File: src/rtl/rxq_pkg.sv
package rxq_pkg;
  localparam int ERR_W    = 8;
  localparam int NFLAG    = 5;
  localparam int BIT_OVF  = 4;
  localparam int BIT_PAR  = 3;
  localparam int BIT_IES  = 2;
  localparam int BIT_LMBT = 1;
  localparam int BIT_RDIS = 0;
endpackage

File: src/rtl/rxq_event_gen.sv
module rxq_event_gen
  import rxq_pkg::*;
#(
  parameter int DATA_W = 16
) (
  input  logic              wd_valid_i,
  input  logic [DATA_W-1:0] wd_data_i,
  input  logic              full_i,
  input  logic              pop_i,
  input  logic              ies_evt_i,
  input  logic              lmbt_evt_i,
  input  logic              tx_act_i,
  input  logic              rx_busy_i,
  input  logic              rx_permit_i,
  output logic              push_ok_o,
  output logic [NFLAG-1:0]  evt_o
);
  logic odd_word;

  assign odd_word = ^wd_data_i;
  // a pop in the same cycle frees a slot for the arriving word
  assign push_ok_o = wd_valid_i & (~full_i | pop_i);

  always_comb begin
    evt_o           = '0;
    evt_o[BIT_OVF]  = wd_valid_i & full_i & ~pop_i;
    evt_o[BIT_PAR]  = wd_valid_i & odd_word;
    evt_o[BIT_IES]  = ies_evt_i;
    evt_o[BIT_LMBT] = lmbt_evt_i;
    evt_o[BIT_RDIS] = tx_act_i & rx_busy_i & ~rx_permit_i;
  end
endmodule

File: src/rtl/rxq_store.sv
module rxq_store #(
  parameter int DATA_W = 16,
  parameter int DEPTH  = 3
) (
  input  logic              clk_i,
  input  logic              rst_ni,
  input  logic              clr_i,
  input  logic              push_i,
  input  logic [DATA_W-1:0] push_data_i,
  input  logic              pop_i,
  output logic [DATA_W-1:0] head_o,
  output logic              empty_o,
  output logic              full_o
);
  localparam int PTR_W = (DEPTH > 1) ? $clog2(DEPTH) : 1;
  localparam int CNT_W = $clog2(DEPTH + 1);
  localparam logic [PTR_W-1:0] PTR_LAST = PTR_W'(DEPTH - 1);
  localparam logic [CNT_W-1:0] CNT_FULL = CNT_W'(DEPTH);

  logic [DATA_W-1:0] mem_q [DEPTH];
  logic [PTR_W-1:0]  wr_ptr_q, rd_ptr_q;
  logic [CNT_W-1:0]  cnt_q;
  logic              pop_eff;

  assign empty_o = (cnt_q == '0);
  assign full_o  = (cnt_q == CNT_FULL);
  assign pop_eff = pop_i & ~empty_o;
  assign head_o  = mem_q[rd_ptr_q];

  function automatic logic [PTR_W-1:0] nxt(input logic [PTR_W-1:0] p);
    return (p == PTR_LAST) ? '0 : p + 1'b1;
  endfunction

  always_ff @(posedge clk_i or negedge rst_ni) begin
    if (!rst_ni) begin
      wr_ptr_q <= '0;
      rd_ptr_q <= '0;
      cnt_q    <= '0;
    end else if (clr_i) begin
      wr_ptr_q <= '0;
      rd_ptr_q <= '0;
      cnt_q    <= '0;
    end else begin
      if (push_i)  wr_ptr_q <= nxt(wr_ptr_q);
      if (pop_eff) rd_ptr_q <= nxt(rd_ptr_q);
      case ({push_i, pop_eff})
        2'b10:   cnt_q <= cnt_q + 1'b1;
        2'b01:   cnt_q <= cnt_q - 1'b1;
        default: cnt_q <= cnt_q;
      endcase
    end
  end

  for (genvar g = 0; g < DEPTH; g++) begin : g_slot
    always_ff @(posedge clk_i or negedge rst_ni) begin
      if (!rst_ni)                                    mem_q[g] <= '0;
      else if (push_i && !clr_i && wr_ptr_q == PTR_W'(g)) mem_q[g] <= push_data_i;
    end
  end
endmodule

File: src/rtl/rxq_flag_bank.sv
module rxq_flag_bank #(
  parameter int N = 5
) (
  input  logic         clk_i,
  input  logic         rst_ni,
  input  logic         hard_clr_i,
  input  logic         rd_clr_i,
  input  logic [N-1:0] set_i,
  output logic [N-1:0] flag_o
);
  for (genvar g = 0; g < N; g++) begin : g_flag
    always_ff @(posedge clk_i or negedge rst_ni) begin
      if (!rst_ni)         flag_o[g] <= 1'b0;
      else if (hard_clr_i) flag_o[g] <= 1'b0;
      // new event beats the clearing read
      else                 flag_o[g] <= set_i[g] | (flag_o[g] & ~rd_clr_i);
    end
  end
endmodule

File: src/rtl/rx_fifo_errcap.sv
module rx_fifo_errcap
  import rxq_pkg::*;
#(
  parameter int DATA_W = 16,
  parameter int DEPTH  = 3
) (
  input  logic              clk_i,
  input  logic              rst_ni,
  input  logic              wd_valid_i,
  input  logic [DATA_W-1:0] wd_data_i,
  input  logic              ies_evt_i,
  input  logic              lmbt_evt_i,
  input  logic              tx_act_i,
  input  logic              rx_busy_i,
  input  logic              rx_permit_i,
  input  logic              trst_i,
  input  logic              pop_i,
  input  logic              err_rd_i,
  output logic [DATA_W-1:0] rd_data_o,
  output logic              empty_o,
  output logic [7:0]        err_o
);
  localparam int RSV_W = ERR_W - NFLAG;

  logic             fifo_full;
  logic             push_ok;
  logic [NFLAG-1:0] evt;
  logic [NFLAG-1:0] flags;

  rxq_event_gen #(.DATA_W(DATA_W)) u_evt (
    .wd_valid_i (wd_valid_i),
    .wd_data_i  (wd_data_i),
    .full_i     (fifo_full),
    .pop_i      (pop_i),
    .ies_evt_i  (ies_evt_i),
    .lmbt_evt_i (lmbt_evt_i),
    .tx_act_i   (tx_act_i),
    .rx_busy_i  (rx_busy_i),
    .rx_permit_i(rx_permit_i),
    .push_ok_o  (push_ok),
    .evt_o      (evt)
  );

  rxq_store #(.DATA_W(DATA_W), .DEPTH(DEPTH)) u_store (
    .clk_i      (clk_i),
    .rst_ni     (rst_ni),
    .clr_i      (trst_i),
    .push_i     (push_ok),
    .push_data_i(wd_data_i),
    .pop_i      (pop_i),
    .head_o     (rd_data_o),
    .empty_o    (empty_o),
    .full_o     (fifo_full)
  );

  rxq_flag_bank #(.N(NFLAG)) u_flags (
    .clk_i     (clk_i),
    .rst_ni    (rst_ni),
    .hard_clr_i(trst_i),
    .rd_clr_i  (err_rd_i),
    .set_i     (evt),
    .flag_o    (flags)
  );

  assign err_o = {{RSV_W{1'b0}}, flags};
endmodule

File: config.mk
export PLATFORM = sky130hd
export DESIGN_NAME = rx_fifo_errcap
export DESIGN_NICKNAME = d
export VERILOG_FILES = /design/src/rtl/rxq_pkg.sv /design/src/rtl/rxq_event_gen.sv /design/src/rtl/rxq_store.sv /design/src/rtl/rxq_flag_bank.sv /design/src/rtl/rx_fifo_errcap.sv
export SDC_FILE = /design/constraint.sdc
export NUM_CORES = 1
export LEC_CHECK = 0
export ABC_CLOCK_PERIOD_IN_PS = 2200
export BUFFER_PORTS_ARGS = -buffer_cell sky130_fd_sc_hd__buf_2
export CAP_MARGIN = 10
export CORE_MARGIN = 3
export CORE_UTILIZATION = 50
export CTS_CLUSTER_DIAMETER = 200
export DETAILED_ROUTE_END_ITERATION = 12
export GPL_TIMING_DRIVEN = 0
export PLACE_DENSITY = 0.82
export SLEW_MARGIN = 40
export SYNTH_ARGS = -nofsm -noshare
export SYNTH_HDL_FRONTEND = slang
export SYNTH_HIERARCHICAL = 1
export SYNTH_SLANG_ARGS = --single-unit
File: constraint.sdc
create_clock -name clk_i -period 2.2 [get_ports clk_i]
set_input_delay 0.33 -clock clk_i [delete_from_list [all_inputs] [get_ports clk_i]]
set_output_delay 0.33 -clock clk_i [all_outputs]
set_load 0.02 [all_outputs]
==> out/metrics.yaml <==
yosys:
  ys_seq_area_frac: 0.5133
  ys_warn_count: 6
  ys_seq_elements: 59
  syn_avg_cell_area_um2: 12.29
  synth_area_um2: 2877
  syn_inst: 234
  synth_edf_count: 0
  async_flop_share: 1.000
  ys.flop_type: "dfrtp_1"
  synthDistinctLibCells: 32
worst_setup_path:
  cp-end-kind: "flop"
  worstPathArrival_ns: 2.28
  crit_path_max_fanout: 10
  path_class: "flop to flop"
  startpoint_type: "flop"
  required_ns: 2.43
power:
  p_per_area_nw_per_um2: 991.0
  ir_drop_mv: 0.6541
  p_leak_nw: 1.592
  p_total_w: 0.003513
placement:
  gp_congestion: 0.7526
  placed_cell_area_um2: 3204
  portBuffers: 46
  dp_hpwl_mm: 4.006
cts:
  clk_latency_ns: 0.34
  clk_pin_slew_ns: 0.06
  cts.htree.levels: 3
  cts.sinks: 59
  cts_made_buffers: 9
  cts_buffer_depth: 2
  cts_root_buffer: "clkbuf_8"
  cts_tree: "done"
run:
  maxCapViolCount: 0
timing:
  finalSetupViolCount: 0
  finalClockSkew_ns: 0.005688
  fin_crit_ns: 2.054
  slew_headroom: 0.4970
  period_share: 0.9338
  rsz0062_at_grt: "no"
  finalMaxSlewViolations: 0
  tightest_slew_ns: 0.7545
  maxClockFrequency_mhz: 486.8
  hold_viol: 0
grt:
  antenna_found_initial: 0
  grt_max_degree: 60
  grt_util_all_layers: 0.1930
  overflow: 0
  grt_pass1_vias: 2061
  grt_first_pass_wirelength_mm: 9.549
detailed_routing:
  num_vias: 1955
  first_pass_iters: 4
  wl_per_cell_um: 15.67
  final_antenna_net_count: 0
  dr.first_iter.drc_count: 92
  drc: 0
  via_per_inst: 5.186
  drt_wl_total_mm: 5.909
floorplan:
  coreArea_um2: 5335
  num_rows: 26
  dieArea_um2: 6699
  die_w_um: 81.85
  num_io_pins: 52
  initial_utilization: 0.5392
  die_height_um: 81.85
finish:
  num_antenna_cells: 0
  final_area_um2: 3545
  ff_latch_area_um2: 1476
  drive_above_1_share: 0.4495
  area_delta_synth_final_pct: 23.23
  final_nets: 329
  n_fill_cell: 425
  multi_input_area_um2: 1287
min_path:
  hold_path_class: "input port to async pin"
outcome:
  status: "complete, no violations"
## path summary, 6_finish.rpt
check                                                      to  cells after the start  slack, ns                          start
max in group asynchronous       u_store/mem_q[43]$_DFFE_PN0P_                      1       1.65                         rst_ni
worst min register to register  u_store/mem_q[35]$_DFFE_PN0P_                      1       0.51  u_store/mem_q[35]$_DFFE_PN0P_
min in group clk_i                u_flags/flag_o[2]$_DFF_PN0_                      3       0.22                      ies_evt_i
worst max-delay path            u_store/mem_q[28]$_DFFE_PN0P_                      7       0.15   u_store/cnt_q[1]$_DFFE_PN0P_
worst min-delay path            u_store/mem_q[39]$_DFFE_PN0P_                      1       0.04                         rst_ni
worst max register to register  u_store/mem_q[28]$_DFFE_PN0P_                      7       0.15   u_store/cnt_q[1]$_DFFE_PN0P_
## metrics by stage
step / utilization / cells / setup TNS (ns) / hold WS [ns] / setup slack [ns]
2_1_floorplan: - / 236 / 0 / 0.03441 / 0.2650
3_3_place_gp: 0.6001 / 352 / 0 / 0.4879 / 0.03675
3_5_place_dp: 0.6006 / 352 / -0.2034 / 0.4464 / -0.03302
4_1_cts: 0.6529 / 370 / 0 / 0.06665 / 0.01017
5_1_grt: 0.6644 / 377 / 0 / 0.08711 / 0.01184
6_report: 0.6644 / 377 / 0 / 0.03517 / 0.1457
## Yosys cell counts, types with 2 or more instances
cell | n | area [µm²]
dfrtp_1 | 59 | 1476
mux2_2 | 48 | 540.5
nand2_1 | 20 | 75.07
mux2i_1 | 19 | 190.2
o21ai_0 | 17 | 85.08
xnor2_1 | 14 | 122.6
a21oi_1 | 9 | 45.04
buf_4 | 7 | 52.55
inv_1 | 6 | 22.52
nand2b_1 | 5 | 31.28
nor2_1 | 4 | 15.01
clkbuf_1 | 3 | 11.26
and2_1 | 2 | 12.51
buf_2 | 2 | 10.01
nor3b_4 | 2 | 37.54
## layout make-up
cell class / count / share of cell area
sequential: 59 / 0.4165
multi-input combinational: 157 / 0.3632
timing repair buffer: 55 / 0.08472
clock buffer: 12 / 0.04659
buffer: 14 / 0.03106
clock inverter: 4 / 0.02683
tap: 70 / 0.02471
inverter: 6 / 0.006354
## flip-flops by register name, indices dropped and copies added (netlist names)
register / cells
u_store/rd_ptr_q: 2
u_store/wr_ptr_q: 2
u_store/cnt_q: 2
u_store/mem_q: 48
u_flags/flag_o: 5
## cells by family after synthesis
logic type | Yosys count | share of synthesized area
AOI/OAI and AO/OA | 29 | 0.05307
and+or+nand+nor | 43 | 0.09005
xor gates and xnor gates | 15 | 0.04567
buffers and inverters | 20 | 0.04262
other | 1 | 0.001304
muxes | 67 | 0.2540
DFF | 59 | 0.5133
## critical path, stage by stage, from the launching register on
cell	delay, ns
dfrtp_1	0.43
and2_1	0.20
a21boi_1	0.13
buf_4	0.18
nand2b_4	0.10
nor3b_4	0.36
buf_8	0.20
mux2_2	0.34
## routing by layer
| metal | share of wire | vias to the layer above | wire length [µm] | track usage |
|---|---|---|---|---|
| met5 | 0 | - | 0 | 0 |
| met4 | 0.0098 | 0 | 58 | 0.05980 |
| met3 | 0.057 | 7 | 336 | 0.07346 |
| met2 | 0.50 | 46 | 2933 | 0.3304 |
| met1 | 0.44 | 967 | 2580 | 0.2232 |
| li1 | - | 935 | - | - |
## layout by cell type, fill, tap and decap left out, drive strengths merged
cell type	count
buf	65
dfrtp	59
mux2	48
nand2	20
mux2i	19
o21ai	17
clkbuf	16
xnor2	14
a21oi	9
inv	6
nand2b	6
nor2	4
conb	3
bufinv	3
and2	2
nor3b	2
clkinv	1
a21boi	1
and3	1
xor2	1
nor2b	1
o22ai	1
or3	1
or2	1
nor3	1
nand3b	1
or2b	1
or3b	1
and3b	1
a2111oi	1
## where the power goes
| group | leakage, nW | switching [W] | internal (W) | total (W) |
|---|---|---|---|---|
| Clock | 0.133 | 0.000422 | 0.000843 | 0.00127 |
| Sequential | 0.735 | 0.000138 | 0.00134 | 0.00148 |
| Combinational | 0.725 | 0.000377 | 0.000394 | 0.000771 |
## repair_timing
item                       in CTS  in global routing
setup endpoints to repair      21                 31
buffers inserted                2                  7
cloned                          0                  0
pin swaps                       1                  2
hold buffers                    0                  0
gates resized for setup         2                  4
Note: power is estimated with default switching activity, not from simulation.
